[config.mk]
export PLATFORM = sky130hd
export DESIGN_NAME = fwd_decode_bypass
export DESIGN_NICKNAME = d
export VERILOG_FILES = /design/src/rtl/fwd_pkg.sv /design/src/rtl/fwd_id_match.sv /design/src/rtl/fwd_prio_sel.sv /design/src/rtl/fwd_operand.sv /design/src/rtl/fwd_decode_bypass.sv
export SDC_FILE = /design/constraint.sdc
export NUM_CORES = 1
export LEC_CHECK = 0
export BUFFER_PORTS_ARGS = -buffer_cell sky130_fd_sc_hd__buf_4
export CAP_MARGIN = 20
export CORE_AREA = 2 2 137 139
export DETAILED_ROUTE_END_ITERATION = 12
export DIE_AREA = 0 0 139 141
export GPL_TIMING_DRIVEN = 0
export PLACE_DENSITY_LB_ADDON = 0.08
export SLEW_MARGIN = 5
export SYNTH_ARGS = -nofsm -noshare
export SYNTH_HDL_FRONTEND = slang
export SYNTH_HIERARCHICAL = 1
export SYNTH_SLANG_ARGS = --single-unit
export TNS_END_PERCENT = 50
[constraint.sdc]
create_clock -name vclk -period 4.2
set_input_delay 0.84 -clock vclk [all_inputs]
set_output_delay 0.84 -clock vclk [all_outputs]
set_load 0.03 [all_outputs]
[src/rtl/fwd_pkg.sv]
package fwd_pkg;
  localparam int unsigned DATA_W_DFLT = 32;
  localparam int unsigned ID_W_DFLT   = 4;
  localparam int unsigned IC_W_DFLT   = 4;
  localparam int unsigned N_BYP       = 5;
  localparam logic [3:0]  NO_REG_DFLT = 4'd8;
  localparam logic [3:0]  CALL_DFLT   = 4'h8;
  localparam logic [3:0]  JUMP_DFLT   = 4'h7;

  // Bypass slot order: index 0 is the youngest producer and has top priority.
  typedef enum int unsigned {
    SLOT_EX_ALU  = 0,
    SLOT_MEM_LD  = 1,
    SLOT_MEM_ALU = 2,
    SLOT_WB_LD   = 3,
    SLOT_WB_ALU  = 4
  } byp_slot_e;
endpackage

[src/rtl/fwd_id_match.sv]
module fwd_id_match #(
  parameter int unsigned ID_W      = 4,
  parameter int unsigned N         = 5,
  parameter logic [ID_W-1:0] NO_REG_ID = 8
) (
  input  logic [ID_W-1:0]         src_id,
  input  logic [N-1:0][ID_W-1:0]  dst_ids,
  output logic [N-1:0]            hit
);
  logic src_valid;
  assign src_valid = (src_id != NO_REG_ID);

  // A dst of NO_REG can only equal src when src is NO_REG, which is masked.
  for (genvar i = 0; i < N; i++) begin : g_cmp
    assign hit[i] = src_valid && (dst_ids[i] == src_id);
  end
endmodule

[src/rtl/fwd_prio_sel.sv]
module fwd_prio_sel #(
  parameter int unsigned DATA_W = 32,
  parameter int unsigned N      = 5
) (
  input  logic [N-1:0]              hit,
  input  logic [N-1:0][DATA_W-1:0]  cand,
  input  logic [DATA_W-1:0]         fallback,
  output logic [DATA_W-1:0]         sel
);
  // Walk from the oldest slot to the youngest so the lowest index wins.
  always_comb begin
    sel = fallback;
    for (int i = N - 1; i >= 0; i--) begin
      if (hit[i]) sel = cand[i];
    end
  end
endmodule

[src/rtl/fwd_operand.sv]
module fwd_operand #(
  parameter int unsigned DATA_W = 32,
  parameter int unsigned ID_W   = 4,
  parameter int unsigned N      = 5,
  parameter logic [ID_W-1:0] NO_REG_ID = 8
) (
  input  logic [ID_W-1:0]           src_id,
  input  logic [N-1:0][ID_W-1:0]    dst_ids,
  input  logic [N-1:0][DATA_W-1:0]  cand,
  input  logic [DATA_W-1:0]         rf_val,
  output logic [DATA_W-1:0]         value
);
  logic [N-1:0] hit;

  fwd_id_match #(
    .ID_W(ID_W), .N(N), .NO_REG_ID(NO_REG_ID)
  ) u_match (
    .src_id(src_id), .dst_ids(dst_ids), .hit(hit)
  );

  fwd_prio_sel #(
    .DATA_W(DATA_W), .N(N)
  ) u_sel (
    .hit(hit), .cand(cand), .fallback(rf_val), .sel(value)
  );
endmodule

[src/rtl/fwd_decode_bypass.sv]
module fwd_decode_bypass
  import fwd_pkg::*;
#(
  parameter int unsigned DATA_W = DATA_W_DFLT,
  parameter int unsigned ID_W   = ID_W_DFLT,
  parameter int unsigned IC_W   = IC_W_DFLT,
  parameter logic [ID_W-1:0] NO_REG_ID = ID_W'(NO_REG_DFLT),
  parameter logic [IC_W-1:0] CALL_CODE = IC_W'(CALL_DFLT),
  parameter logic [IC_W-1:0] JUMP_CODE = IC_W'(JUMP_DFLT)
) (
  input  logic [IC_W-1:0]   d_icode,
  input  logic [DATA_W-1:0] d_inc_pc,
  input  logic [ID_W-1:0]   d_src_a,
  input  logic [ID_W-1:0]   d_src_b,
  input  logic [DATA_W-1:0] ex_result,
  input  logic [ID_W-1:0]   ex_dst,
  input  logic [DATA_W-1:0] mem_rdata,
  input  logic [ID_W-1:0]   mem_dst_ld,
  input  logic [DATA_W-1:0] mem_result,
  input  logic [ID_W-1:0]   mem_dst_alu,
  input  logic [DATA_W-1:0] wb_rdata,
  input  logic [ID_W-1:0]   wb_dst_ld,
  input  logic [DATA_W-1:0] wb_result,
  input  logic [ID_W-1:0]   wb_dst_alu,
  input  logic [DATA_W-1:0] rf_rd_a,
  input  logic [DATA_W-1:0] rf_rd_b,
  output logic [DATA_W-1:0] op_a,
  output logic [DATA_W-1:0] op_b
);
  localparam int unsigned N = N_BYP;

  logic [N-1:0][ID_W-1:0]   dsts;
  logic [N-1:0][DATA_W-1:0] cands;
  logic [DATA_W-1:0]        chain_a;
  logic                     take_pc;

  always_comb begin
    dsts[SLOT_EX_ALU]   = ex_dst;
    dsts[SLOT_MEM_LD]   = mem_dst_ld;
    dsts[SLOT_MEM_ALU]  = mem_dst_alu;
    dsts[SLOT_WB_LD]    = wb_dst_ld;
    dsts[SLOT_WB_ALU]   = wb_dst_alu;
    cands[SLOT_EX_ALU]  = ex_result;
    cands[SLOT_MEM_LD]  = mem_rdata;
    cands[SLOT_MEM_ALU] = mem_result;
    cands[SLOT_WB_LD]   = wb_rdata;
    cands[SLOT_WB_ALU]  = wb_result;
  end

  fwd_operand #(
    .DATA_W(DATA_W), .ID_W(ID_W), .N(N), .NO_REG_ID(NO_REG_ID)
  ) u_opa (
    .src_id(d_src_a), .dst_ids(dsts), .cand(cands),
    .rf_val(rf_rd_a), .value(chain_a)
  );

  fwd_operand #(
    .DATA_W(DATA_W), .ID_W(ID_W), .N(N), .NO_REG_ID(NO_REG_ID)
  ) u_opb (
    .src_id(d_src_b), .dst_ids(dsts), .cand(cands),
    .rf_val(rf_rd_b), .value(op_b)
  );

  // Control-transfer instructions carry the return/fall-through PC on A.
  assign take_pc = (d_icode == CALL_CODE) || (d_icode == JUMP_CODE);
  assign op_a    = take_pc ? d_inc_pc : chain_a;
endmodule

==> impl_metrics.tcl <==
set metrics [dict create \
    status "finished with violations" \
    violations "setup timing" \
    final_antenna_net_count 0 \
    antenna-diode-count 0 \
    critPathArrivalTime_ns 3.50 \
    drc 0 \
    synth.mux.area_fraction_pct 14.92 \
    wl_met2_um 14990 \
    p_leak_nw 4.762 \
    layout-drive-gt1-share_pct 60.87 \
    slowest_stage "or4_4" \
    seq_power_share_pct 0 \
    ys_warn_count 6 \
    finalPower_w 0.001736 \
    path_class "input pin to output pin" \
    ys_seq_area_share_pct 0 \
    seqCellArea_um2 0 \
    start_util_pct 34.70 \
    start_kind "input pin" \
    vdd_drop_max_uv 109.3 \
    critPathMostFrequentCell "buf_6" \
    synth_fa_ha_area_share_pct 0 \
    grt-ovfl-total 0 \
    slew_viol_final 0 \
    period_share_pct 103.4 \
    synth_xor_xnor_area_share_pct 4.145 \
    wl_met1_um 12830 \
    grt_pass1_wl_um 44320 \
    critPathCaptureType "output pin" \
    crit_fanout 7 \
    hold_viol 0 \
    rows 50 \
    period_minus_slack_ns 4.344 \
    slowest_delay_ns 0.54 \
    grt_max_degree 11 \
    dpl-instance-area_um2 9235 \
    die_h_um 141 \
    boundaryPins 352 \
    p_per_area_nw_per_um2 167.5 \
    place.detailed.hpwl_um 22900 \
    worst_slack_ns -0.1444 \
    hp-class "input pin to output pin" \
    multi_input_area_um2 6242 \
    dp_cells 1343 \
    synth_area_leaders "a221oi_2, mux2_4, a21o_1" \
    cts_hold_buf 0 \
    clkPwrFrac_pct 0 \
    dr.pass1.iters 5 \
    p_sw_share_pct 51.90 \
    timing.fmax_ghz 0.2302 \
    stdcell_count 1366 \
    min_path_cells 4 \
    routedWlPerCell_um 22.28 \
    synth_area_um2 6339 \
    ys_types 37 \
    min_to "op_b[8]" \
    cp_cell_sequence "buf_6 > buf_6 > or4_4 > a211oi_4 > buf_6 > buf_8 > a21o_1 > a221oi_2 > o31ai_2 > nand2b_1 > a21oi_2 > a221oi_2 > buf_4" \
    dr_wl_met3_um 2023 \
    gp_congestion 0.8403 \
    antenna_found_initial 0 \
    required_ns 3.36 \
    power.net_switching_w 0.0009011 \
    slew_headroom_pct 44.70 \
    synthToLayoutAreaGrowth_pct 63.48 \
    nets 1422 \
    vias 7820 \
    final_area_um2 10360 \
    combPwrFrac_pct 100.0 \
    internal_power_w 0.0008350 \
    drt-initial-drc-count 293 \
    clkbuf_count 0 \
    fp.dieW_um 139 \
    tightest_slew_ns 0.8295 \
    worstHoldStart "ex_result[8]" \
    top_layer "met4" \
    synth_simple_gate_area_share_pct 23.13 \
    viasPerCell 5.725 \
    syn_avg_cell_area_um2 8.307 \
    mostFrequentLayoutCell "buf_4" \
    routed_wl_um 30440 \
    io_buffers 346 \
    grt_usage_pct 28.12 \
    synth_top_family_by_area "compound AO/OA/AOI/OAI gates" \
    core-area_um2 18270 \
    synthCells 763 \
    die-area_um2 19600 \
    grt_pass1_vias 7716 \
    maxCapViolations 0 \
    synth_compound_area_share_pct 45.99 \
    final_cell_mix "buf_4, a221oi_2, nor2b_1" \
    rsz0062_at_grt "yes" \
    setup_viol 32 \
    syn-num-nets 1051 \
    synth_top_area_share_pct 20.84 \
    synth_top_area_cell "a221oi_2" \
    flops_and_latches 0 \
    num-fill-cells 1738 \
]
## worst max path at each step
stage | startpoint | endpoint | cells after the start
global route | d_src_a[2] | op_a[8] | 15
global placement | d_src_a[2] | op_a[30] | 12
detailed placement | d_src_a[2] | op_a[30] | 12
floorplan | d_src_a[2] | op_a[31] | 11
CTS | d_src_a[2] | op_a[8] | 13
finish | d_src_a[2] | op_a[21] | 13
## worst max-delay path, delay by kind of cell
| kind | cells | cell delay, ns |
|---|---|---|
| compound gates | 6 | 1.12 |
| buf+inv | 5 | 0.82 |
| simple gates | 2 | 0.72 |
## Yosys cell counts, types with 20 or more instances
cell type   n
inv_1      32
mux2_4     60
nor2b_1    74
xor2_1     20
o22ai_1    32
or4b_1     31
a21oi_1    31
nand2_1    64
clkbuf_1   44
a21o_1     64
o31ai_1    60
nand2b_1   33
buf_6      29
a221oi_2   88
## cell families (layout without fill, tap and decap cells)
| group | count (synthesis) | after routing |
|---|---|---|
| and+or+nand+nor | 234 | 234 |
| buffers and inverters | 126 | 495 |
| muxes | 64 | 64 |
| xor gates and xnor gates | 30 | 30 |
| AOI/OAI and AO/OA | 309 | 309 |
## stage by stage
step                      worst slack [ns]  utilization, %  setup TNS (ns)  hold WS (ns)
after CTS                          -0.1376           53.38          -3.450         2.022
after detailed placement           -0.6362           50.55          -15.50         2.022
after global routing               -0.2394           56.73          -6.447         2.036
after floorplan                    -0.1227               -         -0.1227         1.876
after global placement             -0.6393           50.55          -16.52         2.020
final                              -0.1444           56.73          -2.841         2.020
## final cells by class
class | count | share of cell area [%]
Multi-Input combinational cell | 637 | 60.24
Buffer | 94 | 7.559
Tap cell | 234 | 2.825
Timing Repair Buffer | 369 | 28.22
Inverter | 32 | 1.159
## power groups by stage
stage	Combinational, W	Sequential [W]	Clock [W]
after global routing	0.00183	0	0
final	0.00174	0	0
after global placement	0.00154	0	0
after CTS	0.00163	0	0
after floorplan	0.000951	0	0
after detailed placement	0.00155	0	0
## layer usage
metal  GRT usage, %  up-vias
met5              0        -
met4          4.838        0
met3          5.469       38
met2          49.81      324
met1          35.91     3737
li1               -     3721
## timing repair
| item | 4_1_cts | 5_1_grt |
|---|---|---|
| buffers inserted | 6 | 8 |
| cloned | 3 | 6 |
| resized for setup | 96 | 85 |
| setup endpoints to repair | 34 | 64 |
| hold endpoints to repair | 0 | 0 |
| pin swaps | 23 | 26 |
Note: power is estimated with default switching activity, not from simulation.
